==> src/rtl/ser_pkg.sv <==
package ser_pkg;
  typedef enum logic [2:0] {
    A_STOP = 3'd0, A_CTRL = 3'd1, A_TXD = 3'd2,
    A_RXD  = 3'd3, A_STAT = 3'd4, A_PORT = 3'd5
  } reg_addr_e;

  typedef struct packed {
    logic par_en;
    logic sync_mode;
    logic rx_en;
    logic tx_en;
  } ctrl_t;

  typedef enum logic [2:0] {
    TX_IDLE, TX_START, TX_DATA, TX_PAR, TX_STOP
  } tx_state_e;

  typedef enum logic [2:0] {
    RX_IDLE, RX_START, RX_DATA, RX_PAR, RX_STOP
  } rx_state_e;
endpackage

==> src/rtl/ser_regs.sv <==
module ser_regs
  import ser_pkg::*;
(
  input  logic       clk_i,
  input  logic       rst_ni,
  input  logic       wr_i,
  input  logic       rd_i,
  input  logic [2:0] addr_i,
  input  logic [7:0] wdata_i,
  output logic [7:0] rdata_o,
  input  logic       tx_take_i,
  input  logic       rx_done_i,
  input  logic [7:0] rx_data_i,
  input  logic       rx_fer_i,
  input  logic       rx_per_i,
  input  logic       rxd_s_i,
  output ctrl_t      ctrl_o,
  output logic       port_dat_o,
  output logic       port_dir_o,
  output logic       tx_have_o,
  output logic [7:0] tx_data_o,
  output logic       err_any_o
);
  logic       stop_q, port_dat_q, port_dir_q;
  ctrl_t      ctrl_q;
  logic [7:0] tx_buf_q, rx_buf_q;
  logic       tx_empty_q, rx_full_q, ovr_q, fer_q, per_q;
  logic       acc, wr_ctrl, wr_txd, wr_stat, wr_port, rd_rxd;
  logic [7:0] clr;

  assign acc     = !stop_q;
  assign wr_ctrl = wr_i && acc && addr_i == A_CTRL;
  assign wr_txd  = wr_i && acc && addr_i == A_TXD;
  assign wr_stat = wr_i && acc && addr_i == A_STAT;
  assign wr_port = wr_i && acc && addr_i == A_PORT;
  assign rd_rxd  = rd_i && acc && addr_i == A_RXD;
  assign clr     = wr_stat ? wdata_i : 8'h00;

  always_ff @(posedge clk_i or negedge rst_ni) begin
    if (!rst_ni) begin
      stop_q     <= 1'b1;
      ctrl_q     <= '0;
      port_dat_q <= 1'b0;
      port_dir_q <= 1'b0;
      tx_buf_q   <= '0;
      tx_empty_q <= 1'b1;
      rx_buf_q   <= '0;
      rx_full_q  <= 1'b0;
      ovr_q      <= 1'b0;
      fer_q      <= 1'b0;
      per_q      <= 1'b0;
    end else begin
      if (wr_i && addr_i == A_STOP) stop_q <= wdata_i[0];
      if (wr_ctrl) ctrl_q <= ctrl_t'(wdata_i[3:0]);
      if (wr_port) begin
        port_dat_q <= wdata_i[0];
        port_dir_q <= wdata_i[1];
      end
      if (wr_txd) begin
        tx_buf_q   <= wdata_i;
        tx_empty_q <= 1'b0;
      end else if (tx_take_i) begin
        tx_empty_q <= 1'b1;
      end
      // a new character never overwrites an unread one
      if (rx_done_i && !rx_full_q) begin
        rx_buf_q  <= rx_data_i;
        rx_full_q <= 1'b1;
      end else if (rd_rxd) begin
        rx_full_q <= 1'b0;
      end
      // set has priority over clear
      ovr_q <= (ovr_q & ~clr[2]) | (rx_done_i & rx_full_q);
      fer_q <= (fer_q & ~clr[3]) | (rx_done_i & rx_fer_i);
      per_q <= (per_q & ~clr[4]) | (rx_done_i & rx_per_i);
    end
  end

  always_comb begin
    rdata_o = 8'h00;
    if (addr_i == A_STOP) rdata_o = {7'b0, stop_q};
    else if (acc) begin
      case (addr_i)
        A_CTRL:  rdata_o = {4'b0, ctrl_q};
        A_TXD:   rdata_o = tx_buf_q;
        A_RXD:   rdata_o = rx_buf_q;
        A_STAT:  rdata_o = {2'b0, rxd_s_i, per_q, fer_q, ovr_q, rx_full_q, tx_empty_q};
        A_PORT:  rdata_o = {6'b0, port_dir_q, port_dat_q};
        default: rdata_o = 8'h00;
      endcase
    end
  end

  assign ctrl_o     = acc ? ctrl_q : '0;
  assign port_dat_o = port_dat_q;
  assign port_dir_o = port_dir_q;
  assign tx_have_o  = !tx_empty_q;
  assign tx_data_o  = tx_buf_q;
  assign err_any_o  = ovr_q | fer_q | per_q;

  AST_STOP_QUIET: assert property (@(posedge clk_i) disable iff (!rst_ni)
    (stop_q && addr_i != A_STOP) |-> rdata_o == 8'h00);
  AST_FER_STICKY: assert property (@(posedge clk_i) disable iff (!rst_ni)
    (fer_q && !(wr_i && acc && addr_i == A_STAT && wdata_i[3])) |=> fer_q);
  AST_OVR_DISCARD: assert property (@(posedge clk_i) disable iff (!rst_ni)
    (rx_done_i && rx_full_q) |=> $stable(rx_buf_q));
endmodule

==> src/rtl/ser_tx.sv <==
module ser_tx
  import ser_pkg::*;
#(
  parameter int OSR = 16
) (
  input  logic       clk_i,
  input  logic       rst_ni,
  input  logic       tx_en_i,
  input  logic       sync_i,
  input  logic       par_en_i,
  input  logic       have_data_i,
  input  logic       err_any_i,
  input  logic [7:0] data_i,
  output logic       take_o,
  output logic       line_o,
  output logic       sclk_o
);
  localparam int CW = $clog2(OSR);
  localparam logic [CW-1:0] LAST = CW'(OSR - 1);
  localparam logic [CW-1:0] HALF = CW'(OSR / 2);

  tx_state_e     state_q;
  logic [CW-1:0] cnt_q;
  logic [2:0]    bitn_q;
  logic [7:0]    sh_q;
  logic          par_q, par_en_q, sync_q, start_ok;

  assign start_ok = tx_en_i && have_data_i && state_q == TX_IDLE && !(sync_i && err_any_i);
  assign take_o   = start_ok;

  always_ff @(posedge clk_i or negedge rst_ni) begin
    if (!rst_ni) begin
      state_q  <= TX_IDLE;
      cnt_q    <= '0;
      bitn_q   <= '0;
      sh_q     <= '0;
      par_q    <= 1'b0;
      par_en_q <= 1'b0;
      sync_q   <= 1'b0;
    end else if (!tx_en_i) begin
      state_q <= TX_IDLE;
      cnt_q   <= '0;
      bitn_q  <= '0;
    end else if (state_q == TX_IDLE) begin
      if (start_ok) begin
        sh_q     <= data_i;
        par_q    <= ^data_i;
        par_en_q <= par_en_i;
        sync_q   <= sync_i;
        cnt_q    <= '0;
        bitn_q   <= '0;
        state_q  <= sync_i ? TX_DATA : TX_START;
      end
    end else if (cnt_q != LAST) begin
      cnt_q <= cnt_q + 1'b1;
    end else begin
      cnt_q <= '0;
      case (state_q)
        TX_START: state_q <= TX_DATA;
        TX_DATA: begin
          sh_q   <= {1'b0, sh_q[7:1]};
          bitn_q <= bitn_q + 1'b1;
          if (bitn_q == 3'd7)
            state_q <= sync_q ? TX_IDLE : (par_en_q ? TX_PAR : TX_STOP);
        end
        TX_PAR:  state_q <= TX_STOP;
        default: state_q <= TX_IDLE;
      endcase
    end
  end

  always_comb begin
    case (state_q)
      TX_START: line_o = 1'b0;
      TX_DATA:  line_o = sh_q[0];
      TX_PAR:   line_o = par_q;
      default:  line_o = 1'b1;
    endcase
  end

  assign sclk_o = (state_q == TX_DATA && sync_q) ? (cnt_q >= HALF) : 1'b1;

  AST_TX_ABORT: assert property (@(posedge clk_i) disable iff (!rst_ni)
    !tx_en_i |=> state_q == TX_IDLE);
  AST_SYNC_BLOCK: assert property (@(posedge clk_i) disable iff (!rst_ni)
    (tx_en_i && sync_i && err_any_i && state_q == TX_IDLE) |=> state_q == TX_IDLE);
endmodule

==> src/rtl/ser_rx.sv <==
module ser_rx
  import ser_pkg::*;
#(
  parameter int OSR = 16
) (
  input  logic       clk_i,
  input  logic       rst_ni,
  input  logic       en_i,
  input  logic       par_en_i,
  input  logic       rxd_i,
  output logic       done_o,
  output logic [7:0] data_o,
  output logic       fer_o,
  output logic       per_o
);
  localparam int CW = $clog2(OSR);
  localparam logic [CW-1:0] LAST = CW'(OSR - 1);
  localparam logic [CW-1:0] MID  = CW'(OSR / 2 - 1);

  rx_state_e     state_q;
  logic [CW-1:0] cnt_q;
  logic [2:0]    bitn_q;
  logic [7:0]    sh_q;
  logic          par_en_q, par_bit_q;

  always_ff @(posedge clk_i or negedge rst_ni) begin
    if (!rst_ni) begin
      state_q   <= RX_IDLE;
      cnt_q     <= '0;
      bitn_q    <= '0;
      sh_q      <= '0;
      par_en_q  <= 1'b0;
      par_bit_q <= 1'b0;
      done_o    <= 1'b0;
      data_o    <= '0;
      fer_o     <= 1'b0;
      per_o     <= 1'b0;
    end else begin
      done_o <= 1'b0;
      if (!en_i) begin
        state_q <= RX_IDLE;
        cnt_q   <= '0;
      end else begin
        case (state_q)
          RX_IDLE: if (!rxd_i) begin
            state_q  <= RX_START;
            cnt_q    <= '0;
            par_en_q <= par_en_i;
          end
          RX_START: if (cnt_q == MID) begin
            cnt_q   <= '0;
            bitn_q  <= '0;
            state_q <= rxd_i ? RX_IDLE : RX_DATA;
          end else cnt_q <= cnt_q + 1'b1;
          RX_DATA: if (cnt_q == LAST) begin
            cnt_q  <= '0;
            sh_q   <= {rxd_i, sh_q[7:1]};
            bitn_q <= bitn_q + 1'b1;
            if (bitn_q == 3'd7) state_q <= par_en_q ? RX_PAR : RX_STOP;
          end else cnt_q <= cnt_q + 1'b1;
          RX_PAR: if (cnt_q == LAST) begin
            cnt_q     <= '0;
            par_bit_q <= rxd_i;
            state_q   <= RX_STOP;
          end else cnt_q <= cnt_q + 1'b1;
          default: if (cnt_q == LAST) begin
            // re-arm at once so a held low line keeps framing
            cnt_q   <= '0;
            done_o  <= 1'b1;
            data_o  <= sh_q;
            fer_o   <= !rxd_i;
            per_o   <= par_en_q && (par_bit_q != ^sh_q);
            state_q <= RX_IDLE;
          end else cnt_q <= cnt_q + 1'b1;
        endcase
      end
    end
  end

  AST_RX_DONE_PULSE: assert property (@(posedge clk_i) disable iff (!rst_ni)
    done_o |=> !done_o);
endmodule

==> src/rtl/ser_unit.sv <==
module ser_unit
  import ser_pkg::*;
#(
  parameter int OSR = 16
) (
  input  logic       clk_i,
  input  logic       rst_ni,
  input  logic       wr_i,
  input  logic       rd_i,
  input  logic [2:0] addr_i,
  input  logic [7:0] wdata_i,
  output logic [7:0] rdata_o,
  input  logic       rxd_i,
  output logic       txd_o,
  output logic       txd_oe_o,
  output logic       sclk_o
);
  ctrl_t      ctrl;
  logic       port_dat, port_dir, tx_have, err_any, tx_take, tx_line;
  logic       rx_done, rx_fer, rx_per;
  logic [7:0] tx_data, rx_data;
  logic [1:0] rxd_sync_q;

  always_ff @(posedge clk_i or negedge rst_ni) begin
    if (!rst_ni) rxd_sync_q <= 2'b11;
    else         rxd_sync_q <= {rxd_sync_q[0], rxd_i};
  end

  ser_regs u_regs (
    .clk_i, .rst_ni, .wr_i, .rd_i, .addr_i, .wdata_i, .rdata_o,
    .tx_take_i (tx_take),
    .rx_done_i (rx_done),
    .rx_data_i (rx_data),
    .rx_fer_i  (rx_fer),
    .rx_per_i  (rx_per),
    .rxd_s_i   (rxd_sync_q[1]),
    .ctrl_o    (ctrl),
    .port_dat_o(port_dat),
    .port_dir_o(port_dir),
    .tx_have_o (tx_have),
    .tx_data_o (tx_data),
    .err_any_o (err_any)
  );

  ser_tx #(.OSR(OSR)) u_tx (
    .clk_i, .rst_ni,
    .tx_en_i    (ctrl.tx_en),
    .sync_i     (ctrl.sync_mode),
    .par_en_i   (ctrl.par_en),
    .have_data_i(tx_have),
    .err_any_i  (err_any),
    .data_i     (tx_data),
    .take_o     (tx_take),
    .line_o     (tx_line),
    .sclk_o     (sclk_o)
  );

  ser_rx #(.OSR(OSR)) u_rx (
    .clk_i, .rst_ni,
    .en_i    (ctrl.rx_en),
    .par_en_i(ctrl.par_en),
    .rxd_i   (rxd_sync_q[1]),
    .done_o  (rx_done),
    .data_o  (rx_data),
    .fer_o   (rx_fer),
    .per_o   (rx_per)
  );

  // port bit owns the pin whenever the transmitter is off
  assign txd_o    = ctrl.tx_en ? tx_line : port_dat;
  assign txd_oe_o = ctrl.tx_en ? 1'b1    : port_dir;

  AST_IDLE_MARK: assert property (@(posedge clk_i) disable iff (!rst_ni)
    (ctrl.tx_en && !$past(ctrl.tx_en) && !tx_have) |-> txd_o);
endmodule

==> config.mk <==
export PLATFORM = sky130hd
export DESIGN_NAME = ser_unit
export DESIGN_NICKNAME = d
export VERILOG_FILES = /design/src/rtl/ser_pkg.sv /design/src/rtl/ser_regs.sv /design/src/rtl/ser_tx.sv /design/src/rtl/ser_rx.sv /design/src/rtl/ser_unit.sv
export SDC_FILE = /design/constraint.sdc
export NUM_CORES = 1
export LEC_CHECK = 0
export ABC_AREA = 1
export BUFFER_PORTS_ARGS = -buffer_cell sky130_fd_sc_hd__buf_2
export CORE_ASPECT_RATIO = 0.5
export CORE_UTILIZATION = 55
export CTS_CLUSTER_SIZE = 10
export DETAILED_ROUTE_END_ITERATION = 8
export HOLD_SLACK_MARGIN = 0.1
export PLACE_DENSITY = 0.77
export SETUP_SLACK_MARGIN = 0.1
export SYNTH_ARGS = -nofsm -noshare
export SYNTH_HDL_FRONTEND = slang
export SYNTH_SLANG_ARGS = --single-unit
==> constraint.sdc <==
create_clock -name clk_i -period 1.55 [get_ports clk_i]
set_input_delay 0.3875 -clock clk_i [delete_from_list [all_inputs] [get_ports clk_i]]
set_output_delay 0.3875 -clock clk_i [all_outputs]
set_load 0.01 [all_outputs]
==> results.md, run 1 <==
* Status: finished, violations left
* Failing checks: negative setup slack
* R2R Path Start: u_tx.state_q[2]$_DFFE_PN0P_
* Post-synth EDFFs at 0
* Cell Area, Placed at roughly 0.0047 mm^2
* R2R Path End: u_tx.sh_q[4]$_DFFE_PN0P_
* Slowest stage cell, crit path: dfstp_2
* Peak VDD IR at 0.6526 mV
* Synth Warn # at 0
* Worst Setup End Kind: primary output
* PwrDens at 1239 mW/mm^2
* Hold Crit Depth at 1
* Gpl congestion at 0.8782
* Hpwl dp at 6.513 mm
* I/O pin count at 27
* MaxCap Viol Count at 0
* DR vias/cell at 5.439
* RSZ-0062 raised after global routing: yes
* Die Y at 63.93 um
* Hold Crit Class: in -> reg
* Top FF cell, synth: dfrtp_1
* Critical path buffer and inverter count at 2
* Initial antenna violation count at 0
* Distinct cells, synth at 38
* Largest net degree at the start of global routing at 30
* Critical path class: reg -> out
* Core outline area at 0.007377 mm^2
* H-tree depth at 3
* Syn nets at around 530
* Register area share after synthesis at 48.75%
* Global-route wire length before repair at 16.13 mm
* Grt ovf at 0
* Global router's overall resource usage at 26.08%
* Clk slew on worst S/H paths at 60 ps
* Synth Instances at around 510
* # setup viols final at 29
* Pleak at 2.858 nW
* WHS Endpoint: rxd_sync_q[0]$_DFF_PN1_
* Area grow syn2layout at 38.17%
* Fillcell total at 432
* Setup TNS at -4603 ps
* Slew Limit Fails at 0
* Reg2reg setup slack at -170 ps
* Fin crit period at between 1500 and 2000 ps
* DR vias at ~3900
* Startpoint types: flop
* Final WS setup at -321.4 ps
* Starting Density at 57.19%
* Row count at 22
* Routed wire length at around 11 mm
* CP required at ~1200 ps
* TritonRoute pass-1 iters at 4
* Final-stage net count at 630
* Initial detailed-routing violation count at 255
* TritonCTS sink count at 82
* Hold Crit Start: rxd_i
* Drt wl/cell at 15.56 um
* Least-Margin Pin Slew at approximately 370 ps
* Data arrival, critical path at roughly 1500 ps
* TritonCTS clock tree: done
* Synthesized cell area at 0.004219 mm^2
* Post-synth top cells: 181 x nand2_1, 78 x dfrtp_1, 53 x inv_1, 47 x o21ai_0, 29 x nand3_1
* Dpl cells at 656
* Area leader, netlist: dfrtp_1
* Clk_skew at approximately 4.3 ps
* CTS Buf Count at 9
* Clock Path Buffers at 2
* Drt drc at 0
* Max stage delay on crit path at 620 ps
* Worst Reg-to-Reg Cells at 11
* Count leader, synth: nand2_1
* Clk root buf: clkbuf_16
* Die Wd at 125.9 um
* Final Hold Viols at 0
* Synth top area share at 46.26%
* Skew-Pair Late Insertion Delay at about 350 ps
* Crit-path cells: nor2_8 -> inv_4 -> nor2_4 -> nand3_2 -> o211ai_1 -> buf_2
* Fraction of layout cells with a size suffix above 1 at a little under two fifths
* Die ar. at 0.008046 mm^2
* # diodes at 0
* Final instance area at 0.005829 mm^2
* CP max FO at 5
* Crit-path leading delay family: flip-flops
* Vias in the first global route at between 3000 and 4000
* Number of routed nets with antenna violations at 0
* FFs w/ async S/R, synth at between 90% and 100%
* Port-buffer cells at 26
* Max-Slew Margin vs Limit at 75.45%
* Syn avg cell area at about 8.3 um^2
* Max Clock Freq at between 500 and 600 MHz
* Tcrit/Tclk final at 120.7%
* Final Core Density at 79.02%
* Seq cells post-synth at 82
* Total Power at 7.222 mW
* Area contributors post-synth: dfrtp_1 46%, nand2_1 16%, o21ai_0 5.6%
* CP Depth at 6
* Non-Filler Instances at 708
==> cells by family after synthesis <==
group	share of synthesized area [%]
buffers and inverters	6.376
xor gates and xnor gates	1.661
DFF	48.75
adders and majority gates	2.076
muxes	3.766
and+or+nand+nor	25.74
AOI/OAI and AO/OA	11.63
==> state kept, by name, indices dropped and copies added, names as in the netlist, 2 cells and up <==
signal,count
u_regs.rx_buf_q,8
u_regs.tx_data_o,8
u_rx.data_o,8
u_rx.sh_q,8
u_tx.sh_q,8
u_regs.ctrl_q,4
u_rx.cnt_q,4
u_tx.cnt_q,4
u_rx.bitn_q,3
u_rx.state_q,3
u_tx.bitn_q,3
u_tx.state_q,3
rxd_sync_q,2
==> cells in the final DEF, fill, tap and decap left out, drive strengths merged, types with 5 or more instances in the layout <==
cell	Yosys	routed
a22oi	5	5
xnor2	5	5
a21oi	8	8
mux2	7	7
mux2i	8	8
buf	5	90
nor2	21	21
clkbuf	2	15
inv	58	59
nand2	188	188
ha	7	7
o21ai	63	63
nand3	31	32
dfrtp	78	78
==> worst max-delay path by stage <==
stage                                 from                       end  slack [ps]
2_1_floorplan    u_regs.stop_q$_DFFE_PN1P_  u_tx.sh_q[6]$_DFFE_PN0P_          70
3_3_place_gp                     addr_i[2]                rdata_o[2]        -230
3_5_place_dp                     addr_i[2]                rdata_o[0]        -260
4_1_cts        u_tx.state_q[2]$_DFFE_PN0P_                     txd_o        -300
5_1_grt        u_tx.state_q[2]$_DFFE_PN0P_                     txd_o        -370
6_report         u_regs.stop_q$_DFFE_PN1P_                     txd_o        -320
==> layout make-up <==
type / instances / area (um^2) / share of cell area [%]
repair buffers: 94 / 812.0 / 13.93
inverters: 59 / 236.5 / 4.057
multi-input cells: 361 / 2311 / 39.64
well taps: 96 / 120.1 / 2.061
clock inverters: 4 / 25.02 / 0.4293
clock buffers: 12 / 266.5 / 4.572
flip-flops and latches: 82 / 2058 / 35.31
==> report_power, final <==
group	total, mW	internal [mW]	leakage, nW	switching, mW
Sequential	2.74	2.44	1.09	0.302
Combinational	2.42	1.05	1.62	1.37
Clock	2.06	1.21	0.141	0.852
==> stage by stage <==
stage / setup slack (ps) / hold slack (ps)
2_1_floorplan: 71.09 / 91.91
3_3_place_gp: -230.0 / 279.2
3_5_place_dp: -256.2 / 286.3
4_1_cts: -302.8 / 130.1
5_1_grt: -365.2 / 135.4
6_report: -321.4 / 137.0
==> layer usage <==
metal  GRT usage, %  share of wire, %  vias up  wire (um)
li1               -                 -     1855          -
met5              0                 0        -          0
met4          8.434               2.6        0        288
met1          31.01                41     1874       4518
met2          46.60                53       96       5790
met3          7.035               3.8       26        418
==> timing repair <==
item	4_1_cts	5_1_grt
hold endpoints to repair	13	0
cloned	1	4
buffers inserted	13	19
gates resized for setup	40	107
pin swaps	16	20
endpoints found under the setup margin	55	68
hold buffers	1	0
Power figures use the tool's default switching activity.
==> run 2: changes to the inputs <==
--- a/config.mk
+++ b/config.mk
@@ -6,12 +6,12 @@
 export NUM_CORES = 1
 export LEC_CHECK = 0
-export ABC_AREA = 1
+export ABC_AREA = 0
 export BUFFER_PORTS_ARGS = -buffer_cell sky130_fd_sc_hd__buf_2
 export CORE_ASPECT_RATIO = 0.5
-export CORE_UTILIZATION = 55
+export CORE_UTILIZATION = 60
 export CTS_CLUSTER_SIZE = 10
 export DETAILED_ROUTE_END_ITERATION = 8
 export HOLD_SLACK_MARGIN = 0.1
-export PLACE_DENSITY = 0.77
+export PLACE_DENSITY = 0.8
 export SETUP_SLACK_MARGIN = 0.1
 export SYNTH_ARGS = -nofsm -noshare
==> constraint.sdc (replaced) <==
create_clock -name clk_i -period 1.8 [get_ports clk_i]
set_input_delay 0 -clock clk_i [delete_from_list [all_inputs] [get_ports clk_i]]
set_output_delay 0 -clock clk_i [all_outputs]
set_load 0.01 [all_outputs]
==> run 2 against run 1 <==
  * The flow now finishes without violations
  * Hold slack gained 13 ps
  * Sequential power decreased by 14%
  * Worst setup slack better by 360 ps
  * Global-route usage is 2.0 points higher
  * Utilization is 1.1 points higher
  * Non-clock buffer count shrank 27
  * Total power is 17% lower
  * Final area shrank 13%
  * First-iteration DRC count shrank 3.5%
  * Clock skew grew 3.4 ps
  * Critical path type is now reg -> reg
==> results.md, run 2 <==
* Pleak at 2.370 nW (-17%)
* Drt wl/cell at 17.45 um (+12%)
* Post-synth EDFFs at 0 (unchanged)
* Core outline area at 0.006356 mm^2 (-14%)
* Drt drc at 0 (unchanged)
* Die Wd at 119.6 um (-4.9%)
* Count leader, synth: dfrtp_1
* Critical path class: reg -> reg
* Slew Limit Fails at 0 (unchanged)
* Least-Margin Pin Slew at 465.1 ps (+97.71 ps)
* Clk root buf: clkbuf_16
* Switching share of total power at 31.24% (-3.7 points)
* Grt ovf at 0 (unchanged)
* Peak VDD IR at 1.157 mV (+77%)
* Distinct cells, synth at 54 (+42%)
* Top FF cell, synth: dfrtp_1
* Die Y at 60.82 um (-4.9%)
* Synth Instances at 391 (-23%)
* Synth top area share at 47.02% (+0.75 points)
* Critical path buffer and inverter count at 0 (-2)
* Row count at 20 (-9.1%)
* DR vias/cell at 5.800 (+6.6%)
* # setup viols final at 0 (-100%)
* CP required at 2060 ps (+900 ps)
* Area grow syn2layout at 22.69%
* Crit-path leading delay family: simple AND/OR/NAND/NOR gates
* Gpl congestion at 0.8668 (-1.3%)
* I/O pin count at 27 (unchanged)
* R2R Path Start: u_regs.stop_q$_DFFE_PN1P_
* Hpwl dp at 6.079 mm (-6.7%)
* H-tree depth at 3 (unchanged)
* Setup TNS at 0 ps (+4603 ps)
* Initial detailed-routing violation count at 246 (-3.5%)
* Status: complete, no violations
* RSZ-0062 raised after global routing: yes
* Startpoint types: flop
* Clock power frac at 33.0% (+4.5 points)
* Routed wire length at 9.442 mm (-14%)
* Worst Setup End Kind: flop
* Final Hold Viols at 0 (unchanged)
* TritonCTS clock tree: done
* Largest net degree at the start of global routing at 48 (+60%)
* Slowest stage cell, crit path: dfstp_2
* Area contributors post-synth: dfrtp_1 47%, mux2_2 11%, nand2_1 3.5%
* PwrDens at 1170 mW/mm^2 (-5.6%)
* Clk slew on worst S/H paths at 60 ps (about the same)
* R2R Path End: u_tx.state_q[1]$_DFFE_PN0P_
* Max stage delay on crit path at 550 ps (-70 ps)
* DR vias at 3138 (-19%)
* Port-buffer cells at 26 (unchanged)
* TritonCTS sink count at 82 (unchanged)
* FFs w/ async S/R, synth at 100.0% (unchanged)
* Clock Path Buffers at 2 (unchanged)
* Cell Area, Placed at 0.004469 mm^2 (-5.2%)
* Data arrival, critical path at 2030 ps (+550 ps)
* Tcrit/Tclk final at 97.90%
* Comb pwr share at 27.5% (-6.0 points)
* Crit-path cells: and2b_2 -> a211oi_4 -> nor3_4 -> or4_1 -> o21ai_1
* Global-route wire length before repair at 15.24 mm (-5.5%)
* Fraction of layout cells with a size suffix above 1 at 32.67% (-5.1 points)
* MaxCap Viol Count at 0 (unchanged)
* Skew-Pair Late Insertion Delay at 340 ps (about the same)
* Hold Crit Class: in -> async
* Starting Density at 65.31% (+8.1 points)
* Die ar. at 0.007276 mm^2 (-9.6%)
* Commonest cells after routing, fill and taps aside: 78 x dfrtp_1, 40 x mux2_2, 37 x nand2_1, 28 x buf_4, 25 x buf_2
* Final instance area at 0.005094 mm^2 (-13%)
* Post-synth top cells: 78 x dfrtp_1, 41 x mux2_2, 39 x nand2_1, 26 x o21ai_0, 25 x nor2_1
* Fin crit period at 1762 ps
* CP max FO at 4 (-1)
* Global router's overall resource usage at 28.11% (+2.0 points)
* Flop pwr share at 39.6% (+1.7 points)
* # diodes at 0 (unchanged)
* Max-Slew Margin vs Limit at 69.00% (-6.5 points)
* Final-stage net count at 471 (-25%)
* Area leader, netlist: dfrtp_1
* CTS Buf Count at 9 (unchanged)
* Max Clock Freq at 567.4 MHz
* Vias in the first global route at 3191 (-10%)
* Synth Warn # at 0 (unchanged)
* Number of routed nets with antenna violations at 0 (unchanged)
* Syn avg cell area at 10.62 um^2 (+28%)
* TritonRoute pass-1 iters at 5 (+1)
* Syn nets at 414 (-22%)
* Register area share after synthesis at 49.55% (+0.79 points)
* Most common cell after layout, fill and taps aside: dfrtp_1
* Initial antenna violation count at 0 (unchanged)
* Clk_skew at 7.670 ps (+3.382 ps)
* NetSw at 1.862 mW (-26%)
* Seq cells post-synth at 82 (unchanged)
* Reg2reg setup slack at 40 ps (+210 ps)
* Worst Reg-to-Reg Cells at 5 (-6)
* Synthesized cell area at 0.004151 mm^2 (-1.6%)
* P_int at 4.097 mW (-13%)
* Final Core Density at 80.14% (+1.1 points)
[run 2: worst max-delay path by stage]
stage                                      start                           to  slack (ps)  cells past startpoint
floorplan            u_tx.state_q[2]$_DFFE_PN0P_  u_tx.state_q[1]$_DFFE_PN0P_         -40                      7
global placement    u_regs.ctrl_q[0]$_DFFE_PN0P_     u_tx.sh_q[7]$_DFFE_PN0P_          50                      5
detailed placement  u_regs.ctrl_q[0]$_DFFE_PN0P_     u_tx.sh_q[7]$_DFFE_PN0P_          10                      5
CTS                       u_regs.fer_q$_DFF_PN0_  u_tx.state_q[1]$_DFFE_PN0P_          70                      5
global route           u_regs.stop_q$_DFFE_PN1P_  u_tx.state_q[1]$_DFFE_PN0P_         -20                      5
finish                 u_regs.stop_q$_DFFE_PN1P_  u_tx.state_q[1]$_DFFE_PN0P_          40                      5
[run 2: cell families (layout without fill, tap and decap cells)]
family                   Yosys count  count (layout)  synth area share, %
multiplexers                      55              55                14.50
AO/OA/AOI/OAI                     77              77                12.24
AND/OR/NAND/NOR                  120             120                14.56
XOR/XNOR                          15              15                3.165
buffers and inverters             35              97                3.888
flip-flops                        82              82                49.55
adder cells (fa/ha/maj)            7               7                2.110
[run 2: repair_timing]
| item | in CTS | in global routing |
|---|---|---|
| endpoints found under the setup margin | 43 | 41 |
| pin swaps | 6 | 12 |
| setup buffers | 2 | 5 |
| gates cloned | 0 | 0 |
| hold endpoints to repair | 100 | 0 |
| resized for setup | 14 | 21 |
| hold buffers | 12 | 0 |
[run 2: through the flow]
stage / worst slack [ps] / power (mW) / cells / hold WS [ps]
final: 37.71 / 5.959 / 541 / 149.9
after detailed placement: 13.58 / 3.787 / 506 / -11.54
after global placement: 50.64 / 3.712 / 506 / -21.77
after CTS: 74.00 / 5.830 / 536 / 135.3
after global routing: -19.82 / 6.232 / 541 / 163.5
after floorplan: -39.01 / 3.387 / 391 / -295.6
[run 2: cell type report]
class	instances	area, um^2
Inverter	14	52.55
Tap cell	88	110.1
Clock inverter	6	91.34
Sequential cell	82	2057
Multi-Input combinational cell	274	2067
Timing Repair Buffer	67	486.7
Clock buffer	10	229.0
Fill cell	367	1262
[run 2: power groups by stage]
| stage | clock [mW] | sequential, mW | combinational (mW) |
|---|---|---|---|
| 5_1_grt | 2.06 | 2.38 | 1.79 |
| 3_5_place_dp | 0 | 2.39 | 1.39 |
| 3_3_place_gp | 0 | 2.38 | 1.33 |
| 6_report | 1.96 | 2.36 | 1.64 |
| 2_1_floorplan | 0 | 2.28 | 1.11 |
| 4_1_cts | 1.98 | 2.36 | 1.49 |
[run 2: metal layers]
metal | share of wire (%) | wire (um) | GRT usage (%)
met5 | 0 | 0 | 0
met4 | 1.9 | 182 | 9.464
met3 | 4.8 | 456 | 9.398
met2 | 51 | 4793 | 49.96
met1 | 42 | 4008 | 33.21
